<file path="config.mk">
export PLATFORM = sky130hd
export DESIGN_NAME = nand_strobe_seq
export DESIGN_NICKNAME = d
export VERILOG_FILES = /design/src/rtl/nand_strobe_seq.sv
export SDC_FILE = /design/constraint.sdc
export NUM_CORES = 1
export LEC_CHECK = 0
export BUFFER_PORTS_ARGS = -buffer_cell sky130_fd_sc_hd__buf_2
export CORE_MARGIN = 2
export CORE_UTILIZATION = 50
export DETAILED_ROUTE_END_ITERATION = 10
export PLACE_DENSITY = 0.79
export SYNTH_ARGS = -nofsm -noshare
export SYNTH_HDL_FRONTEND = slang
export SYNTH_SLANG_ARGS = --single-unit
</file>
<file path="constraint.sdc">
create_clock -name clk -period 5.3 [get_ports clk]
set_input_delay 0.265 -clock clk [delete_from_list [all_inputs] [get_ports clk]]
set_output_delay 0.265 -clock clk [all_outputs]
set_load 0.005 [all_outputs]
</file>
<file path="src/rtl/nand_strobe_seq.sv">
module nand_strobe_seq #(
  parameter int DW = 16,
  parameter int PW = 8,
  parameter int GW = 4
) (
  input  logic          clk,
  input  logic          rst_n,
  input  logic [4:0]    cfg_mode,
  input  logic [GW-1:0] cfg_cle_re,
  input  logic [GW-1:0] cfg_ale_re,
  input  logic [4*PW-1:0] cfg_timing,
  input  logic          req_valid,
  output logic          req_ready,
  input  logic [1:0]    req_kind,
  input  logic          req_read,
  input  logic [DW-1:0] req_wdata,
  output logic          rsp_valid,
  output logic [DW-1:0] rsp_rdata,
  output logic          nand_ce_n,
  output logic          nand_cle,
  output logic          nand_ale,
  output logic          nand_we_n,
  output logic          nand_re_n,
  output logic [DW-1:0] nand_dq_out,
  output logic          nand_dq_oe,
  input  logic [DW-1:0] nand_dq_in,
  input  logic          nand_rb,
  output logic          bus_wide
);
  localparam int HW = DW / 2;

  typedef enum logic [2:0] {S_IDLE, S_SETUP, S_WAIT, S_HOLD, S_HIZ} phase_t;

  phase_t        st;
  logic [PW-1:0] cnt;
  logic [GW-1:0] gap;
  logic [1:0]    kind_q;
  logic          rd_q;
  logic [DW-1:0] wd_q;

  wire [PW-1:0] t_setup = cfg_timing[PW-1:0];
  wire [PW-1:0] t_wait  = cfg_timing[2*PW-1:PW];
  wire [PW-1:0] t_hold  = cfg_timing[3*PW-1:2*PW];
  wire [PW-1:0] t_hiz   = cfg_timing[4*PW-1:3*PW];

  wire bank_rst = cfg_mode[0];
  wire rb_ok    = !cfg_mode[1] || nand_rb;
  wire usable   = cfg_mode[2] && cfg_mode[3] && !bank_rst;
  wire [DW-1:0] dmask = cfg_mode[4] ? {DW{1'b1}} : {{(DW-HW){1'b0}}, {HW{1'b1}}};

  wire want_rd = req_kind[1] && req_read;
  assign req_ready = (st == S_IDLE) && usable && rb_ok && (!want_rd || gap == '0);
  wire accept = req_valid && req_ready;

  wire [GW-1:0] gap_next = (kind_q == 2'd0) ? cfg_cle_re :
                           (kind_q == 2'd1) ? cfg_ale_re : '0;

  function automatic logic [PW-1:0] span(input logic [PW-1:0] v);
    return (v == '0) ? '0 : v - 1'b1;
  endfunction

  always_ff @(posedge clk or negedge rst_n) begin
    if (!rst_n) begin
      st        <= S_IDLE;
      cnt       <= '0;
      gap       <= '0;
      kind_q    <= 2'd2;
      rd_q      <= 1'b0;
      wd_q      <= '0;
      rsp_valid <= 1'b0;
      rsp_rdata <= '0;
    end else if (bank_rst) begin
      st        <= S_IDLE;
      gap       <= '0;
      rsp_valid <= 1'b0;
    end else begin
      rsp_valid <= 1'b0;
      case (st)
        S_IDLE: begin
          if (gap != '0) gap <= gap - 1'b1;
          if (accept) begin
            st     <= S_SETUP;
            cnt    <= span(t_setup);
            kind_q <= req_kind;
            rd_q   <= want_rd;
            wd_q   <= req_wdata;
          end
        end
        S_SETUP:
          if (cnt == '0) begin
            st  <= S_WAIT;
            cnt <= span(t_wait);
          end else cnt <= cnt - 1'b1;
        S_WAIT:
          if (cnt == '0) begin
            st  <= S_HOLD;
            cnt <= span(t_hold);
            if (rd_q) begin
              rsp_valid <= 1'b1;
              rsp_rdata <= nand_dq_in & dmask;
            end
          end else cnt <= cnt - 1'b1;
        S_HOLD:
          if (cnt == '0) begin
            if (t_hiz != '0) begin
              st  <= S_HIZ;
              cnt <= t_hiz - 1'b1;
            end else begin
              st  <= S_IDLE;
              gap <= gap_next;
            end
          end else cnt <= cnt - 1'b1;
        S_HIZ:
          if (cnt == '0) begin
            st  <= S_IDLE;
            gap <= gap_next;
          end else cnt <= cnt - 1'b1;
        default: st <= S_IDLE;
      endcase
    end
  end

  wire active = (st == S_SETUP) || (st == S_WAIT) || (st == S_HOLD);

  assign nand_ce_n   = !active;
  assign nand_cle    = active && (kind_q == 2'd0);
  assign nand_ale    = active && (kind_q == 2'd1);
  assign nand_we_n   = !((st == S_WAIT) && !rd_q);
  assign nand_re_n   = !((st == S_WAIT) && rd_q);
  assign nand_dq_oe  = active && !rd_q;
  assign nand_dq_out = wd_q & dmask;
  assign bus_wide    = cfg_mode[4];
endmodule

</file>
Word level (Yosys, flattened, before mapping). Cells that the tools add are included.

Bits in registers: 51. Bits of input ports: 84. Output and inout bits: 41. Logic and storage cells: 102.

Add/sub/neg operators: 6. Eq/ne operators: 15. Mux-type cells: 31. Bitwise gates (word level): 3. Reduce and logical (&&, ||, !) cells: 39.

Operators by type and width (number): $mux W8 (9); $pmux W8 S5 (1); $sub A8 B1 Y8 const B (5); $and A16 B16 Y16 (2); $logic_not A8 Y1 (4); $mux W4 (7); $mux W3 (7); $ne A3 B3 Y1 const B (7); $mux W16 (1); $pmux W3 S5 (1); $reduce_and A5 Y1 (3); $logic_and A1 B1 Y1 (12); $pmux W4 S3 (1); $reduce_bool A4 Y1 (2); $reduce_bool A8 Y1 (1); $logic_not A1 Y1 (7); $eq A3 B2 Y1 const B (2); $reduce_bool A5 Y1 (1); $logic_not A4 Y1 (1); $logic_or A1 B1 Y1 (4); $mux W1 (4); $ne A2 B2 Y1 const B (2); $reduce_and A4 Y1 (1); $sub A4 B1 Y4 const B (1); 8 further kinds (8).

Logic depth before layout (Yosys ltp). Gate-level depths: netlist (run 1).

Word-level depth: 9. Gate-level depth with buffers: 9. Gate-level depth less buffers: 8.

Worst setup path before layout (run 1). Ideal clock, no wire load.

Path kind: reg-to-reg. Start: register cnt[0]. End: register rsp_rdata[10]. Setup time: 0.117 ns. Data arrival time: 1.870 ns. Data required time: 5.183 ns. Path slack: 3.314 ns. Cell stages (with the launch flop): 10. Buffers on the path: 2. Clock period less this slack: 1.986 ns. Cells stage by stage: dfrtp_1 -> inv_1 -> ha_1 -> nor4b_4 -> nand2_1 -> or3_1 -> buf_2 -> buf_2 -> nand2_1 -> nand2_1.

Word-level cells in the longest chain between the ends: 2.

RTL lines: start: declaration (line 35) `logic [PW-1:0] cnt;`; start signal: assignment (line 83) `cnt <= span(t_setup);`; start signal: assignment (line 92) `cnt <= span(t_wait);`; start signal: assignment (line 93) `end else cnt <= cnt - 1'b1;`; $logic_not A8 Y1 (line 95) `if (cnt == '0) begin`; $reduce_and A4 Y1 (no line); end signal: assignment (line 100) `rsp_rdata <= nand_dq_in & dmask;`; end: declaration (line 18) `output logic [DW-1:0] rsp_rdata,`.

No other way between the ends. A chain may end at the register's enable or synchronous reset.

Worst setup path in the final report (run 1).
Start: register st[2]. End: register wd_q[12].

Word-level cells in the longest chain between the ends: 6.

RTL lines: start: declaration (line 34) `phase_t st;`; start signal: assignment (line 64) `st <= S_IDLE;`; start signal: assignment (line 73) `st <= S_IDLE;`; start signal: assignment (line 82) `st <= S_SETUP;`; $logic_not A3 Y1 (*) (line 52, 78); $logic_and A1 B1 Y1 (3 in a row) (line 52) `assign req_ready = (st == S_IDLE) && usable && rb_ok && (!want_rd || gap == '0);`; $logic_and A1 B1 Y1 (line 53) `wire accept = req_valid && req_ready;`; $reduce_and A3 Y1 (no line) (*); end signal: assignment (line 86) `wd_q <= req_wdata;`; end: declaration (line 39) `logic [DW-1:0] wd_q;`.

Every way passes the cells marked *; elsewhere a longest branch is shown, timed or not.

==> results_dict.tcl, run 1 <==
set metrics [dict create \
    status "finished clean" \
    path_cells "nor4bb_1 > o221a_2 > and2_1 > nand2_1 > mux2_1" \
    post_cts_resized 0 \
    final-setup-viol-count 0 \
    io_pins 125 \
    grt-ovfl-total 0 \
    period_needed_ns 2.49 \
    crit_slowest_cell "dfrtp_1" \
    syn_nets 483 \
    hold_class "input port to flip-flop" \
    routedWlPerCell_um 15.0 \
    synth_top_area_share_pct 36.0 \
    power_leakage_uw 0.00200 \
    clk_latency_ns 0.31 \
    crit_fanout 21 \
    hold_start "nand_dq_in[1]" \
    die_area_um2 7640 \
    cts_root_buf "clkbuf_8" \
    clock_path_buffers 2 \
    seq_area_um2 1280 \
    slowest_delay_ns 0.59 \
    m1WireLength_mm 3.86 \
    worstSetupPathType "flip-flop to flip-flop" \
    drt-total-wl_mm 8.69 \
    setup-tns-final_ns 0 \
    synth.ff_latch_count 51 \
    cp-start-kind "flip-flop" \
    rsz0062_at_grt "no" \
    ys_types 62 \
    core_area_um2 6760 \
    r2r_start "st[2]" \
    relSlewSlack_pct 24.6 \
    synth-async-reset-ratio_pct 100 \
    grt_pass1_wl_mm 14.2 \
    report.power.total_uw 1160 \
    vdd_drop_max_uv 138 \
    ctsHtreeMaxLevel 2 \
    firstDrtPassIters 4 \
    grtUsageTotal_pct 23.0 \
    p_per_area_nw_per_um2 279 \
    synth_ff_type "dfrtp_1" \
    avgSynthCellArea_um2 8.92 \
    synth_area_um2 3480 \
    drive_gt1_share_pct 29.1 \
    min_period_over_period_pct 47.0 \
    cts_setup_buffers 0 \
    routed-wl-met2_mm 4.31 \
    worst_pin_slew_ns 1.13 \
    area_growth_pct 19.5 \
    nFillCells 597 \
    fmax_mhz 401 \
    crit_start "st[2]" \
    synth_edf_count 0 \
    hold_viol_final 0 \
    netlist_instances 390 \
    diodes 0 \
    start_util_pct 51.5 \
    synth_top_cell_by_area "dfrtp_1" \
    nNetsFinal 590 \
    dp_hpwl_mm 6.81 \
    synth-seq-area-share_pct 36.7 \
    grt_pass1_vias 3086 \
    finClkSkew_ns 0.0132 \
    cts_buffers 5 \
    place.gp.congestion 0.965 \
    ys_top_cells_by_area "dfrtp_1 (36%), nand2_1 (6.4%), mux2_1 (6.1%), ha_1 (3.2%), xnor2_1 (3.0%)" \
    critical-path-top-delay-family "simple AND/OR/NAND/NOR gates" \
    final_core_util_pct 61.5 \
    r2r_setup_slack_ns 2.81 \
    die_x_um 87.4 \
    drtAntennaViolNets 0 \
    grt_max_degree 52 \
    post-route-drc-count 0 \
    drv_cap 0 \
    worstPathArrival_ns 2.67 \
    highest_layer "met4" \
    critical_path.endpoint_type "flip-flop" \
    cp.buffers_inverters 0 \
    die_h_um 87.4 \
    port_buffers 124 \
    drtIter0Drc 171 \
    maxSlewViolCount 0 \
    clk_pin_slew_ns 0.11 \
    holdBufCountCts 0 \
    num_vias 3249 \
    multi_input_area_um2 2000 \
    antenna_found_initial 0 \
    fin_hold_ws_ns 0.145 \
    via_per_inst 5.62 \
    num_rows 30 \
    cts.sinks 51 \
    met3_wirelength_um 458 \
    required_ns 5.48 \
    ys_warn_count 0 \
    cts_tree "done" \
]
## layout by cell type (no fill, tap or decap), types with 10 or more instances in the layout
cell / synthesis / final
nor3b_1: 11 / 11
nor3_1: 19 / 19
or3_1: 10 / 10
nand2_1: 59 / 59
inv_1: 16 / 16
dfrtp_1: 50 / 50
buf_2: 7 / 124
mux2_1: 19 / 19
xnor2_1: 12 / 12
nand3_1: 10 / 10
nor2_1: 25 / 25
## report_power, final
group / leakage [µW] / total [µW] / switching, µW / internal (µW)
clock: 0.0000502 / 239 / 141 / 98.1
sequential: 0.000645 / 565 / 85.3 / 479
combinational: 0.00131 / 356 / 176 / 180
total: 0.00200 / 1160 / 402 / 758
## sequential cells by signal, indices dropped and copies added, names as in the netlist
signal	cells
rsp_rdata	16
wd_q	16
cnt	8
gap	4
st	3
kind_q	2
rd_q	1
rsp_valid	1
## routing by layer
metal	GRT usage (%)	vias up
met2	40.1	111
met5	0	-
met4	5.73	0
met3	3.32	6
met1	30.0	1517
li1	-	1615
## worst register-to-register path, cell delays in order, from the launching register on
cell and delay (ns):
dfrtp_1 0.59, nor4bb_1 0.35, o221a_2 0.23, and2_1 0.13, nand2_1 0.51, mux2_1 0.55
## path summary, 6_finish.rpt
kind | to | depth (start not counted)
worst max-delay path | wd_q[12] | 5
worst min-delay path | rsp_rdata[1] | 3
worst max register to register | wd_q[12] | 5
min in group asynchronous | rsp_rdata[2] | 1
max in group asynchronous | wd_q[8] | 1
worst min register to register | rsp_rdata[7] | 2
## metrics by stage
stage | instances | setup slack, ns | instance area, µm²
3_3_place_gp | 570 | 2.91 | 4060
2_1_floorplan | 390 | 3.31 | 3480
6_report | 578 | 2.81 | 4160
5_1_grt | 578 | 2.59 | 4160
3_5_place_dp | 570 | 2.84 | 4060
4_1_cts | 578 | 2.80 | 4160
## logic make-up after synthesis
group                    after synthesis  share of synthesized area (%)
adder cells (fa/ha/maj)                9                           3.24
buffers and inverters                 40                           5.75
multiplexers                          26                           8.16
XOR/XNOR                              20                           5.03
AND/OR/NAND/NOR                      172                           26.6
flip-flops                            51                           36.7
AO/OA/AOI/OAI                         72                           14.5
## Yosys cell counts (all sizes together) (2+ instances only)
cell type	instances
nand2	59
dfrtp	50
nor2	27
nor3	20
buf	19
mux2	19
o21ai	18
inv	16
nor3b	12
xnor2	12
nand3	10
or3	10
and2	9
ha	9
o22ai	9
xor2	8
mux2i	7
a21oi	6
o31ai	6
clkbuf	5
nor4	5
nor4b	5
a21o	4
a211oi	3
a22oi	3
nand3b	3
o211ai	3
o32ai	3
or4b	3
a2bb2oi	2
a311oi	2
a31o	2
a31oi	2
nand2b	2
o2bb2ai	2
or3b	2
or4	2
## layout make-up
cell class / instances / share of cell area, %
timing repair buffer: 124 / 14.9
clock inverter: 3 / 0.692
multi-input combinational: 299 / 48.1
tap: 80 / 2.41
clock buffer: 5 / 1.66
sequential: 51 / 30.7
inverter: 16 / 1.44
(Power assumes the default switching activity.)
==> inputs of run 2 (changes only) <==
--- a/config.mk
+++ b/config.mk
@@ -5,11 +5,12 @@
 export SDC_FILE = /design/constraint.sdc
 export NUM_CORES = 1
 export LEC_CHECK = 0
+export ABC_AREA = 1
 export BUFFER_PORTS_ARGS = -buffer_cell sky130_fd_sc_hd__buf_2
 export CORE_MARGIN = 2
 export CORE_UTILIZATION = 50
 export DETAILED_ROUTE_END_ITERATION = 10
-export PLACE_DENSITY = 0.79
+export PLACE_DENSITY = 0.78
 export SYNTH_ARGS = -nofsm -noshare
 export SYNTH_HDL_FRONTEND = slang
 export SYNTH_SLANG_ARGS = --single-unit
==> constraint.sdc (replaced) <==
create_clock -name clk -period 2.45 [get_ports clk]
set_input_delay 0.1225 -clock clk [delete_from_list [all_inputs] [get_ports clk]]
set_output_delay 0.1225 -clock clk [all_outputs]
set_load 0.005 [all_outputs]
==> run 2 against run 1 <==
Net effect: sequential share of layout area is 3.3 points lower; global-route usage increased by 0.89 points; utilization grew 3.0 points; clock skew down 0.0035 ns; register-to-register slack got worse by 2.3 ns; synthesized cell count up 48%; clock power rose by 120%; die area rose by 6.7%; critical path type unchanged; critical endpoint is now cnt[1]; highest routed layer unchanged.
==> results_dict.tcl, run 2 <==
set metrics [dict create \
    grt_max_degree 32 \
    io_pins 125 \
    routedWlPerCell_um 12.1 \
    die_h_um 90.3 \
    worstPathArrival_ns 2.16 \
    synth_top_cell_by_area "dfrtp_1" \
    power_leakage_uw 0.00270 \
    critical_path.endpoint_type "flip-flop" \
    worstSetupPathType "flip-flop to flip-flop" \
    die_area_um2 8150 \
    grt_pass1_wl_mm 16.3 \
    ctsHtreeMaxLevel 2 \
    via_per_inst 4.96 \
    synth.ff_latch_count 51 \
    min_period_over_period_pct 79.5 \
    synth_ff_type "dfrtp_1" \
    drv_cap 0 \
    synthTopCellsByCount "nand2_1 (203), inv_1 (67), nor2_1 (64), nand3_1 (57), dfrtp_1 (50)" \
    synth-seq-area-share_pct 34.3 \
    cp-start-kind "flip-flop" \
    final-setup-viol-count 0 \
    die_x_um 90.3 \
    grt-ovfl-total 0 \
    firstDrtPassIters 5 \
    hold_class "input port to flip-flop" \
    drt-total-wl_mm 9.85 \
    diodes 0 \
    cts_buffers 5 \
    cts_tree "done" \
    synth_most_common_cell "nand2_1" \
    finClkSkew_ns 0.00969 \
    crit_fanout 13 \
    drtAntennaViolNets 0 \
    grtUsageTotal_pct 23.9 \
    vdd_drop_max_uv 524 \
    post-route-drc-count 0 \
    required_ns 2.66 \
    clk_latency_ns 0.31 \
    p_per_area_nw_per_um2 834 \
    num_rows 31 \
    mostFrequentLayoutCell "nand2_1" \
    ys_warn_count 0 \
    syn_nets 671 \
    drive_gt1_share_pct 23.1 \
    ys_types 34 \
    num_vias 4030 \
    fmax_mhz 513 \
    netlist_instances 578 \
    grt_pass1_vias 3805 \
    area_growth_pct 25.1 \
    synth_top_area_share_pct 33.6 \
    status "finished clean" \
    cts_root_buf "clkbuf_8" \
    rsz0062_at_grt "no" \
    report.power.total_uw 3890 \
    avgSynthCellArea_um2 6.44 \
    maxSlewViolCount 0 \
    dp_hpwl_mm 7.59 \
    nNetsFinal 805 \
    start_util_pct 51.6 \
    synth_edf_count 0 \
    ys_top_cells_by_area "dfrtp_1 (34%), nand2_1 (20%), nand3_1 (7.7%), inv_1 (6.8%), nor2_1 (6.5%)" \
    cts_setup_buffers 0 \
    antenna_found_initial 0 \
    drtIter0Drc 239 \
    clock_path_buffers 2 \
    synth-async-reset-ratio_pct 100 \
    period_needed_ns 1.95 \
    final_cell_mix "nand2_1 (203), buf_2 (124), inv_1 (67)" \
    cts.sinks 51 \
    clk_pin_slew_ns 0.10 \
    reg.largest.list "rsp_rdata: 16 flops, wd_q: 16 flops, cnt: 8 flops" \
    hold_viol_final 0 \
    core_area_um2 7210 \
    place.gp.congestion 0.919 \
    worst_pin_slew_ns 0.691 \
    setup-tns-final_ns 0 \
    synth_area_um2 3720 \
    relSlewSlack_pct 53.9 \
    port_buffers 124 \
]
-- run 2: critical path, cell delays in order, from the launching register on --
cell and delay [ns]:
dfrtp_1 0.40, inv_1 0.11, ha_1 0.22, nand3_1 0.11
nor2_1 0.22, inv_2 0.13, nor2_2 0.14, o21ai_2 0.09
nand3_2 0.21, o21bai_1 0.15, nand2_1 0.06
-- run 2: path summary, 6_finish.rpt --
| path | from | end | slack (ns) | cells past startpoint |
|---|---|---|---|---|
| worst max-delay path | cnt[0] | cnt[1] | 0.50 | 10 |
| worst min-delay path | req_wdata[9] | wd_q[9] | 0.008 | 3 |
| worst max register to register | cnt[0] | cnt[1] | 0.50 | 10 |
| worst min register to register | rsp_rdata[2] | rsp_rdata[2] | 0.48 | 2 |
| max in group asynchronous | rst_n | kind_q[1] | 1.37 | 3 |
| min in group asynchronous | rst_n | rsp_rdata[8] | 0.37 | 2 |
-- run 2: metrics by stage --
stage | std cells | hold slack, ns | worst slack (ns) | utilization, % | area (µm²)
after floorplan | 578 | -0.173 | 0.645 | - | 3720
after global placement | 787 | 0.197 | 0.595 | 60.9 | 4390
after detailed placement | 787 | 0.207 | 0.547 | 60.9 | 4390
after CTS | 812 | 0.000302 | 0.522 | 64.6 | 4660
after global routing | 812 | 0.0130 | 0.275 | 64.6 | 4660
final | 812 | 0.00791 | 0.501 | 64.6 | 4660
-- run 2: final cells by class --
cell class	count	area, µm²
clock buffers	6	82.6
clock inverters	2	16.3
fillers	652	2550
inverters	75	282
multi-input cells	432	2040
flip-flops and latches	51	1280
well taps	99	124
repair buffers	147	836
-- run 2: report_power, final --
part	switching [µW]	internal [µW]
Clock	299	231
Combinational	1240	757
Sequential	228	1130
Total	1770	2120
-- run 2: metal layers --
| metal | track usage [%] | wire length [µm] | up-vias |
|---|---|---|---|
| met2 | 43.1 | 4880 | 115 |
| met4 | 5.77 | 148 | 0 |
| met3 | 3.92 | 507 | 12 |
| li1 | - | - | 2072 |
| met5 | 0 | 0 | - |
| met1 | 30.0 | 4310 | 1831 |
-- run 2: cell families (layout without fill, tap and decap cells) --
family | Yosys count | after routing | synth area share [%]
AND/OR/NAND/NOR | 356 | 356 | 41.1
XOR/XNOR | 13 | 13 | 3.06
AO/OA/AOI/OAI | 54 | 54 | 7.66
buffers and inverters | 95 | 230 | 10.9
flip-flops | 51 | 51 | 34.3
adder cells (fa/ha/maj) | 9 | 9 | 3.02
-- run 2: timing repair --
| item | in CTS | in global routing |
|---|---|---|
| hold buffers | 17 | 0 |
| endpoints found under the hold margin | 45 | 0 |
| resized for setup | 0 | 0 |
==> inputs of run 3 (changes only) <==
--- a/config.mk
+++ b/config.mk
@@ -8,9 +8,9 @@
 export ABC_AREA = 1
 export BUFFER_PORTS_ARGS = -buffer_cell sky130_fd_sc_hd__buf_2
 export CORE_MARGIN = 2
-export CORE_UTILIZATION = 50
+export CORE_UTILIZATION = 46
 export DETAILED_ROUTE_END_ITERATION = 10
-export PLACE_DENSITY = 0.78
+export PLACE_DENSITY = 0.76
 export SYNTH_ARGS = -nofsm -noshare
 export SYNTH_HDL_FRONTEND = slang
 export SYNTH_SLANG_ARGS = --single-unit
==> constraint.sdc (replaced) <==
create_clock -name clk -period 1.7 [get_ports clk]
set_input_delay 0.085 -clock clk [delete_from_list [all_inputs] [get_ports clk]]
set_output_delay 0.085 -clock clk [all_outputs]
set_load 0.005 [all_outputs]
==> run 3 against run 2 <==
Net effect: global-route usage up 0.76 points; critical path depth grew 1; sequential power grew 43%; critical path type unchanged; largest cell class unchanged; critical endpoint is now cnt[2]; sequential share of layout area shrank 3.0 points.
==> results_dict.tcl, run 3 (synthesis gave the netlist of run 2 again) <==
set metrics [dict create \
    cts_tree "done" \
    crit_slowest_cell "dfrtp_1" \
    cts.sinks 51 \
    worst_r2r_endpoint "cnt[2]" \
    fin_cells 860 \
    io_pins 125 \
    final-setup-viol-count 0 \
    relSlewSlack_pct 68.1 \
    reg.largest.list "rsp_rdata: 16 flops, wd_q: 16 flops, cnt: 8 flops" \
    start_util_pct 47.9 \
    clk_pin_slew_ns 0.10 \
    firstDrtPassIters 4 \
    grt_pass1_vias 4146 \
    worstSetupPathType "flip-flop to flip-flop" \
    drtAntennaViolNets 0 \
    multi_input_area_um2 2180 \
    hold_class "input port to flip-flop" \
    core_area_um2 7770 \
    cts_buffers 5 \
    grtUsageTotal_pct 24.7 \
    slowest_delay_ns 0.40 \
    r2r_setup_slack_ns 0.0008 \
    r2r_start "cnt[0]" \
    drtIter0Drc 195 \
    grt_max_degree 33 \
    cts_root_buf "clkbuf_8" \
    hold_viol_final 0 \
    mostFrequentLayoutCell "nand2_1" \
    hold_start "nand_dq_in[12]" \
    place.gp.congestion 0.911 \
    drv_cap 0 \
    hold_path_end "rsp_rdata[12]" \
    antenna_found_initial 0 \
    clk_latency_ns 0.31 \
    status "finished clean" \
    crit_fanout 7 \
    dp_hpwl_mm 7.95 \
    grt-ovfl-total 0 \
    place_ws_ns -0.0335 \
    period_needed_ns 1.70 \
    report.power.total_uw 6320 \
    final_cell_mix "nand2_1 (201), buf_2 (124), inv_1 (64)" \
    power_leakage_uw 0.00295 \
    seq_area_um2 1280 \
    min_period_over_period_pct 100 \
    vdd_drop_max_uv 688 \
    routedWlPerCell_um 12.6 \
    finClkSkew_ns 0.00679 \
    cp-start-kind "flip-flop" \
    die_h_um 94.0 \
    worst_pin_slew_ns 0.479 \
    area_growth_pct 40.6 \
    clock_path_buffers 2 \
    ctsHtreeMaxLevel 2 \
    hold_path_depth 3 \
    maxSlewViolCount 0 \
    path_cells "inv_2 > ha_4 > nand3_4 > nor2_4 > inv_4 > nor2_4 > o21ai_4 > buf_4 > nand4_1 > nor2_1 > nor2_1" \
    setup-tns-final_ns 0 \
    critical_path.endpoint_type "flip-flop" \
    worstPathArrival_ns 1.94 \
    p_per_area_nw_per_um2 1210 \
    drt-total-wl_mm 10.8 \
    die_area_um2 8830 \
    num_vias 4273 \
    drive_gt1_share_pct 27.8 \
    die_x_um 94.0 \
    nFillCells 696 \
    port_buffers 124 \
    dp.cells 810 \
    reg2reg_depth 11 \
    nNetsFinal 850 \
    rsz0062_at_grt "yes" \
    setup_ws_ns 0.000751 \
    required_ns 1.94 \
    via_per_inst 4.97 \
    num_rows 32 \
    diodes 0 \
    post-route-drc-count 0 \
    fmax_mhz 588 \
    grt_pass1_wl_mm 17.7 \
]
## run 3: repair_timing
item,in CTS,in global routing
resized for setup,5,38
endpoints found under the setup margin,23,43
setup buffers,1,7
pin swaps,1,3
gates cloned,0,2
hold endpoints to repair,49,0
hold buffers,32,0
## run 3: how the worst max path moves through the flow
| stage | start | to |
|---|---|---|
| detailed placement | cnt[1] | rsp_rdata[12] |
| global route | cnt[1] | cnt[4] |
| global placement | cnt[1] | rsp_rdata[15] |
| finish | cnt[0] | cnt[2] |
| floorplan | cnt[0] | rsp_rdata[13] |
| CTS | cnt[1] | cnt[1] |
## run 3: per-stage QoR
step | hold WS, ns | area, µm² | util (%)
after CTS | 0.00289 | 5020 | 64.6
after detailed placement | 0.0703 | 4580 | 58.9
after floorplan | -0.211 | 3750 | -
after global placement | 0.0676 | 4580 | 58.9
final | 0.00790 | 5240 | 67.4
after global routing | 0.00755 | 5240 | 67.4
## run 3: worst max-delay path: cells and delay by family (launching register included)
family	cells	cell delay, ns
fa+ha+maj	1	0.15
compound gates	1	0.10
flops	1	0.40
buf+inv	3	0.34
simple gates	6	0.63
## run 3: cell type report
type                       instances  area share [%]
clock buffer                       6            1.58
inverter                          75            5.52
multi-input combinational        433            41.7
sequential                        51            24.4
tap                              102            2.44
clock inverter                     2           0.263
timing repair buffer             191            24.1
## run 3: metal layers
layer / vias to the layer above / routed length [µm] / share of wire (%) / track usage, %
met5: - / 0 / 0 / 0
met4: 0 / 278 / 2.6 / 8.45
met3: 32 / 648 / 6.0 / 4.74
met2: 141 / 5370 / 50 / 43.2
met1: 1944 / 4510 / 42 / 30.3
li1: 2156 / - / - / -
## run 3: power by group
group / switching (µW) / internal (µW)
Clock: 434 / 334
Combinational: 2070 / 1520
Sequential: 321 / 1630
Total: 2830 / 3490
